==> src/rtl/fbctl_pkg.sv <==
package fbctl_pkg;
  // Offsets inside the upper half of the window (low nibble)
  localparam logic [3:0] CTRL_SLOT  = 4'h0;
  localparam logic [3:0] STAT_SLOT  = 4'h1;
  localparam logic [3:0] STORE_SLOT = 4'h2;

  // Status bit layout
  localparam int unsigned PEND_BIT = 7;
  localparam int unsigned IEN_BIT  = 7;
  localparam logic [7:0] STAT_ID   = 8'h61;

  typedef struct packed {
    logic ctrl;
    logic stat;
    logic store;
  } fbctl_sel_t;
endpackage

==> src/rtl/fbctl_rst_sync.sv <==
module fbctl_rst_sync #(
  parameter int unsigned STAGES = 2
) (
  input  logic clk,
  input  logic rst_n,
  output logic rst_sync_n
);
  logic [STAGES-1:0] sync_q;

  always_ff @(posedge clk or negedge rst_n) begin
    if (!rst_n) begin
      sync_q <= '0;
    end else begin
      sync_q <= {sync_q[STAGES-2:0], 1'b1};
    end
  end

  assign rst_sync_n = sync_q[STAGES-1];
endmodule

==> src/rtl/fbctl_decode.sv <==
module fbctl_decode
  import fbctl_pkg::*;
#(
  parameter int unsigned ADDR_W = 5,
  parameter int unsigned IDX_W  = 4
) (
  input  logic [ADDR_W-1:0] addr,
  output fbctl_sel_t        sel,
  output logic [IDX_W-1:0]  store_idx
);
  localparam int unsigned LOW_W = ADDR_W - 1;

  logic             upper;
  logic [LOW_W-1:0] slot;
  logic [LOW_W-1:0] slot_off;

  always_comb begin
    upper     = addr[ADDR_W-1];
    slot      = addr[LOW_W-1:0];
    slot_off  = slot - LOW_W'(STORE_SLOT);
    sel.ctrl  = upper && (slot == LOW_W'(CTRL_SLOT));
    sel.stat  = upper && (slot == LOW_W'(STAT_SLOT));
    sel.store = upper && (slot >= LOW_W'(STORE_SLOT));
    store_idx = IDX_W'(slot_off);
  end
endmodule

==> src/rtl/fbctl_store.sv <==
module fbctl_store #(
  parameter int unsigned NUM    = 14,
  parameter int unsigned DATA_W = 8,
  parameter int unsigned IDX_W  = 4
) (
  input  logic              clk,
  input  logic              rst_n,
  input  logic              wr_en,
  input  logic [IDX_W-1:0]  idx,
  input  logic [DATA_W-1:0] wdata,
  output logic [DATA_W-1:0] rdata
);
  logic [DATA_W-1:0] byte_q [NUM];

  for (genvar g = 0; g < NUM; g++) begin : g_byte
    logic              load;
    logic [DATA_W-1:0] byte_d;

    always_comb begin
      load   = wr_en && (idx == IDX_W'(g));
      byte_d = load ? wdata : byte_q[g];
    end

    always_ff @(posedge clk or negedge rst_n) begin
      if (!rst_n) begin
        byte_q[g] <= '0;
      end else if (load) begin
        byte_q[g] <= byte_d;
      end
    end
  end

  always_comb begin
    rdata = '0;
    for (int i = 0; i < NUM; i++) begin
      if (idx == IDX_W'(i)) begin
        rdata = byte_q[i];
      end
    end
  end
endmodule

==> src/rtl/fbctl_irq.sv <==
module fbctl_irq (
  input  logic clk,
  input  logic rst_n,
  input  logic frame_end,
  input  logic irq_en,
  input  logic ack,
  output logic pend_q,
  output logic irq_q
);
  logic pend_d;
  logic set_ev;

  always_comb begin
    set_ev = frame_end && irq_en;
    pend_d = pend_q;
    if (set_ev) begin
      pend_d = 1'b1;
    end else if (ack) begin
      pend_d = 1'b0;
    end
  end

  always_ff @(posedge clk or negedge rst_n) begin
    if (!rst_n) begin
      pend_q <= 1'b0;
      irq_q  <= 1'b0;
    end else begin
      pend_q <= pend_d;
      irq_q  <= pend_q;
    end
  end
endmodule

==> src/rtl/fbctl_regs.sv <==
module fbctl_regs
  import fbctl_pkg::*;
#(
  parameter int unsigned ADDR_W = 5,
  parameter int unsigned DATA_W = 8
) (
  input  logic              clk,
  input  logic              rst_n,
  input  logic              bus_wr,
  input  logic              bus_rd,
  input  logic [ADDR_W-1:0] bus_addr,
  input  logic [DATA_W-1:0] bus_wdata,
  output logic [DATA_W-1:0] bus_rdata,
  input  logic              frame_end,
  output logic              irq_o
);
  localparam int unsigned NUM_STORE = (2 ** (ADDR_W - 1)) - int'(STORE_SLOT);
  localparam int unsigned IDX_W     = $clog2(NUM_STORE);

  logic              rst_sync_n;
  fbctl_sel_t        sel;
  logic [IDX_W-1:0]  store_idx;
  logic [DATA_W-1:0] store_rd;
  logic [DATA_W-1:0] ctrl_q;
  logic [DATA_W-1:0] ctrl_d;
  logic              ctrl_ld;
  logic              pend_q;
  logic              irq_q;
  logic              ack;
  logic [DATA_W-1:0] rd_d;
  logic [DATA_W-1:0] rdata_q;

  fbctl_rst_sync #(.STAGES(2)) u_rst (
    .clk        (clk),
    .rst_n      (rst_n),
    .rst_sync_n (rst_sync_n)
  );

  fbctl_decode #(.ADDR_W(ADDR_W), .IDX_W(IDX_W)) u_dec (
    .addr      (bus_addr),
    .sel       (sel),
    .store_idx (store_idx)
  );

  fbctl_store #(.NUM(NUM_STORE), .DATA_W(DATA_W), .IDX_W(IDX_W)) u_store (
    .clk   (clk),
    .rst_n (rst_sync_n),
    .wr_en (bus_wr && sel.store),
    .idx   (store_idx),
    .wdata (bus_wdata),
    .rdata (store_rd)
  );

  fbctl_irq u_irq (
    .clk       (clk),
    .rst_n     (rst_sync_n),
    .frame_end (frame_end),
    .irq_en    (ctrl_q[IEN_BIT]),
    .ack       (ack),
    .pend_q    (pend_q),
    .irq_q     (irq_q)
  );

  // Control register
  always_comb begin
    ctrl_ld = bus_wr && sel.ctrl;
    ctrl_d  = ctrl_ld ? bus_wdata : ctrl_q;
    ack     = bus_wr && sel.stat;
  end

  always_ff @(posedge clk or negedge rst_sync_n) begin
    if (!rst_sync_n) begin
      ctrl_q <= '0;
    end else if (ctrl_ld) begin
      ctrl_q <= ctrl_d;
    end
  end

  // Read path
  always_comb begin
    rd_d = '0;
    if (sel.ctrl) begin
      rd_d = ctrl_q;
    end else if (sel.stat) begin
      rd_d = DATA_W'(STAT_ID);
      rd_d[PEND_BIT] = pend_q;
    end else if (sel.store) begin
      rd_d = store_rd;
    end
  end

  always_ff @(posedge clk or negedge rst_sync_n) begin
    if (!rst_sync_n) begin
      rdata_q <= '0;
    end else if (bus_rd) begin
      rdata_q <= rd_d;
    end
  end

  assign bus_rdata = rdata_q;
  assign irq_o     = irq_q;
endmodule

==> config.mk <==
export PLATFORM = sky130hd
export DESIGN_NAME = fbctl_regs
export DESIGN_NICKNAME = d
export VERILOG_FILES = /design/src/rtl/fbctl_pkg.sv /design/src/rtl/fbctl_rst_sync.sv /design/src/rtl/fbctl_decode.sv /design/src/rtl/fbctl_store.sv /design/src/rtl/fbctl_irq.sv /design/src/rtl/fbctl_regs.sv
export SDC_FILE = /design/constraint.sdc
export NUM_CORES = 1
export LEC_CHECK = 0
export CORE_MARGIN = 4
export CORE_UTILIZATION = 50
export CTS_CLUSTER_SIZE = 14
export DETAILED_ROUTE_END_ITERATION = 7
export GPL_ROUTABILITY_DRIVEN = 0
export PLACE_DENSITY = 0.69
export SLEW_MARGIN = 40
export SYNTH_ARGS = -nofsm -noshare
export SYNTH_HDL_FRONTEND = slang
export SYNTH_HIERARCHICAL = 1
export SYNTH_SLANG_ARGS = --single-unit
==> constraint.sdc <==
create_clock -name clk -period 5.5 [get_ports clk]
set_input_delay 0.825 -clock clk [delete_from_list [all_inputs] [get_ports clk]]
set_output_delay 0.825 -clock clk [all_outputs]
set_load 0.005 [all_outputs]
==> impl_metrics.csv <==
group,metric,value,unit
setup_path,reg2reg_from,"u_store/byte_q[101]",
route,avgRoutedWirePerCell,22.1,um
setup_path,r2r_end,"bus_rdata[5]",
global_route,overflow,0,
sta,min_period,3.63,ns
clock_tree,ctsResizeCount,0,
floorplan,die_area,14800,sq um
route,route.detailed.drc,0,
route,wirelength,15.3,mm
min_path,hp-class,"reg -> async",
setup_path,crit_fanout,27,
place,place_area,6790,sq um
synthesis,async_reset_ff_share,100,%
power_and_ir_drop,seqPwrFrac,43.9,%
route,vias,4224,
synthesis,synthCells,498,
route,drtAntennaViolNets,0,
clock_tree,cts_buffers,17,
power_and_ir_drop,power.share.clock,39.3,%
floorplan,start_util,51.2,%
global_route,grt_util_all_layers,22.0,%
setup_path,cp.required,5.77,ns
clock_tree,cts_setup_buffers,0,
global_route,grt_start_max_net_pins,57,
synthesis,syn-cell-area,6480,sq um
final_layout,drive_gt1_share,37.0,%
sta,setup_viol,0,
setup_path,endpoint_kind,"flop",
route,detail_route.iter0.violations,329,
clock_tree,cts_tree,"yes",
synthesis,ys_types,73,
synthesis,synthFlopType,"dfrtp_1",
power_and_ir_drop,leakagePower,0.00329,uW
synthesis,yosysWarnings,6,
final_layout,final_cell_mix,"mux2_2, dfrtp_1, clkdlybuf4s50_1, a21oi_1, clkbuf_16",
place,hpwl,10.0,mm
sta,slew-limit-headroom,45.4,%
setup_path,path_class,"in -> reg",
sta,finalMaxSlewViolations,0,
route,via_per_inst,6.09,
floorplan,coreArea,12700,sq um
final_layout,final_common_cell,"mux2_2",
floorplan,dieWidth,122,um
global_route,antenna_found_initial,0,
setup_path,critPathLaunchType,"input pin",
sta,tns,0,ns
clock_tree,clk_pin_slew,0.05,ns
setup_path,cp.arrival,3.90,ns
route,firstDrtPassIters,5,
sta,rsz0062_at_grt,"no",
global_route,grt_first_pass_wirelength,24.5,mm
clock_tree,cts_hold_buf,0,
power_and_ir_drop,vdd_ir_drop_max,292,uV
sta,post-route-period-util,66.0,%
place,portBuffers,26,
floorplan,rows,41,
final_layout,n_antenna_cell,0,
floorplan,die_h,122,um
power_and_ir_drop,p_switching,725,uW
power_and_ir_drop,switching_share,24.3,%
setup_path,reg2reg_setup_slack,3.74,ns
final_layout,fin_nets,532,
synthesis,ys_seq_area_share,51.0,%
final_layout,syn2layout_area_growth,14.3,%
sta,hold_viol,0,
sta,clock.fmax,0.276,GHz
global_route,grt_pass1_vias,4388,
run,drv_cap,0,
clock_tree,h-tree-depth,4,
final_layout,final_area,7410,sq um
clock_tree,cts_max_path_buffers,2,
sta,fin_skew,0.00658,ns
power_and_ir_drop,p_int,2250,uW
clock_tree,cts_root_buf,"clkbuf_16",
synthesis,synth_edf_count,0,
power_and_ir_drop,p_comb_share,16.8,%
power_and_ir_drop,powerDensity,402,nW/um^2
synthesis,synth_nets,517,
synthesis,syn_avg_cell_area,13.0,sq um
synthesis,yosys_register_bits,132,
outcome,status,"complete, no violations",
clock_tree,cts.sinks,132,
setup_path,reg2reg_depth,6,
floorplan,io_pins,27,
clock_tree,clk_latency,0.42,ns
sta,max_slew.worst_pin.slew,0.818,ns
## through the flow
step / setup slack, ns / power (uW) / hold WS (ns) / util [%] / instances
6_report: 1.87 / 2980 / 0.280 / 58.5 / 694
3_3_place_gp: 1.51 / 1790 / 0.339 / 53.4 / 665
3_5_place_dp: 1.41 / 1820 / 0.291 / 53.6 / 666
4_1_cts: 1.84 / 2990 / 0.300 / 58.4 / 694
2_1_floorplan: 1.55 / 1660 / 0.331 / - / 498
5_1_grt: 1.70 / 3110 / 0.325 / 58.5 / 694
## registers in the layout, summed over array words and instances (netlist names)
| register | cells |
|---|---|
| bus_rdata | 8 |
| u_irq/irq_q | 1 |
| ctrl_q | 8 |
| u_store/byte_q | 112 |
| u_rst/sync_q | 2 |
| u_irq/pend_q | 1 |
## power by group through the flow
stage / clock network [uW] / logic [uW] / registers (uW)
6_report: 1170 / 501 / 1310
5_1_grt: 1240 / 544 / 1330
4_1_cts: 1190 / 502 / 1310
3_5_place_dp: 0 / 498 / 1320
3_3_place_gp: 0 / 474 / 1310
2_1_floorplan: 0 / 373 / 1290
## routing by layer
layer  vias up  part of all wire (%)  routed length, um  track usage (%)
li1       1872                     -                  -                -
met3        36                   5.2                790             4.64
met4         0                   3.0                467             10.6
met5         -                     0                  0                0
met2       134                    49               7440             34.4
met1      2182                    43               6640             29.4
## worst max-delay path by stage
stage,startpoint,to,slack (ns),cells past startpoint
2_1_floorplan,u_rst/sync_q[1],bus_rdata[0],1.55,0
3_3_place_gp,bus_addr[1],bus_rdata[0],1.51,11
3_5_place_dp,bus_addr[1],u_store/byte_q[24],1.41,7
4_1_cts,bus_addr[1],u_store/byte_q[24],1.84,7
5_1_grt,bus_addr[1],bus_rdata[5],1.70,10
6_report,bus_addr[1],bus_rdata[5],1.87,10
## cell families (layout without fill, tap and decap cells)
logic type | Yosys count | in the layout | share of synthesized area (%)
other | 1 | 1 | 0.0579
adders and majority gates | 1 | 1 | 0.193
xor gates and xnor gates | 1 | 1 | 0.135
AOI/OAI and AO/OA | 85 | 85 | 9.04
and+or+nand+nor | 82 | 82 | 9.02
DFF | 132 | 132 | 51.0
muxes | 148 | 148 | 26.4
buffers and inverters | 48 | 72 | 4.15
## synthesized netlist by cell type, types with 5 or more instances
cell / instances / area share (%)
dfrtp_1: 132 / 51
mux2_2: 132 / 23
a21oi_1: 20 / 1.5
nand2_1: 14 / 0.81
o21ai_0: 14 / 1.1
buf_2: 12 / 0.93
inv_1: 12 / 0.69
clkbuf_1: 10 / 0.58
mux2i_1: 10 / 1.5
o22ai_1: 10 / 0.97
nor2_1: 8 / 0.46
and2_1: 6 / 0.58
nand3_1: 6 / 0.46
buf_4: 5 / 0.58
buf_6: 5 / 0.87
mux4_2: 5 / 1.7
nand3b_1: 5 / 0.58
## critical path, stage by stage
cell and delay [ns]:
clkdlybuf4s50_1 0.63, inv_1 0.12, ha_1 0.32, inv_1 0.60
inv_1 0.35, a32o_1 0.32, o311ai_2 0.28, o211ai_1 0.16
a21oi_1 0.18, o22ai_1 0.10
## layout make-up
class / count / area, sq um
Fill cell: 1031 / 5260
Sequential cell: 132 / 3310
Multi-Input combinational cell: 318 / 2930
Clock buffer: 23 / 478
Timing Repair Buffer: 31 / 308
Tap cell: 172 / 215
Clock inverter: 5 / 125
Inverter: 13 / 48.8
No activity file was read; power rests on OpenSTA's default activity.
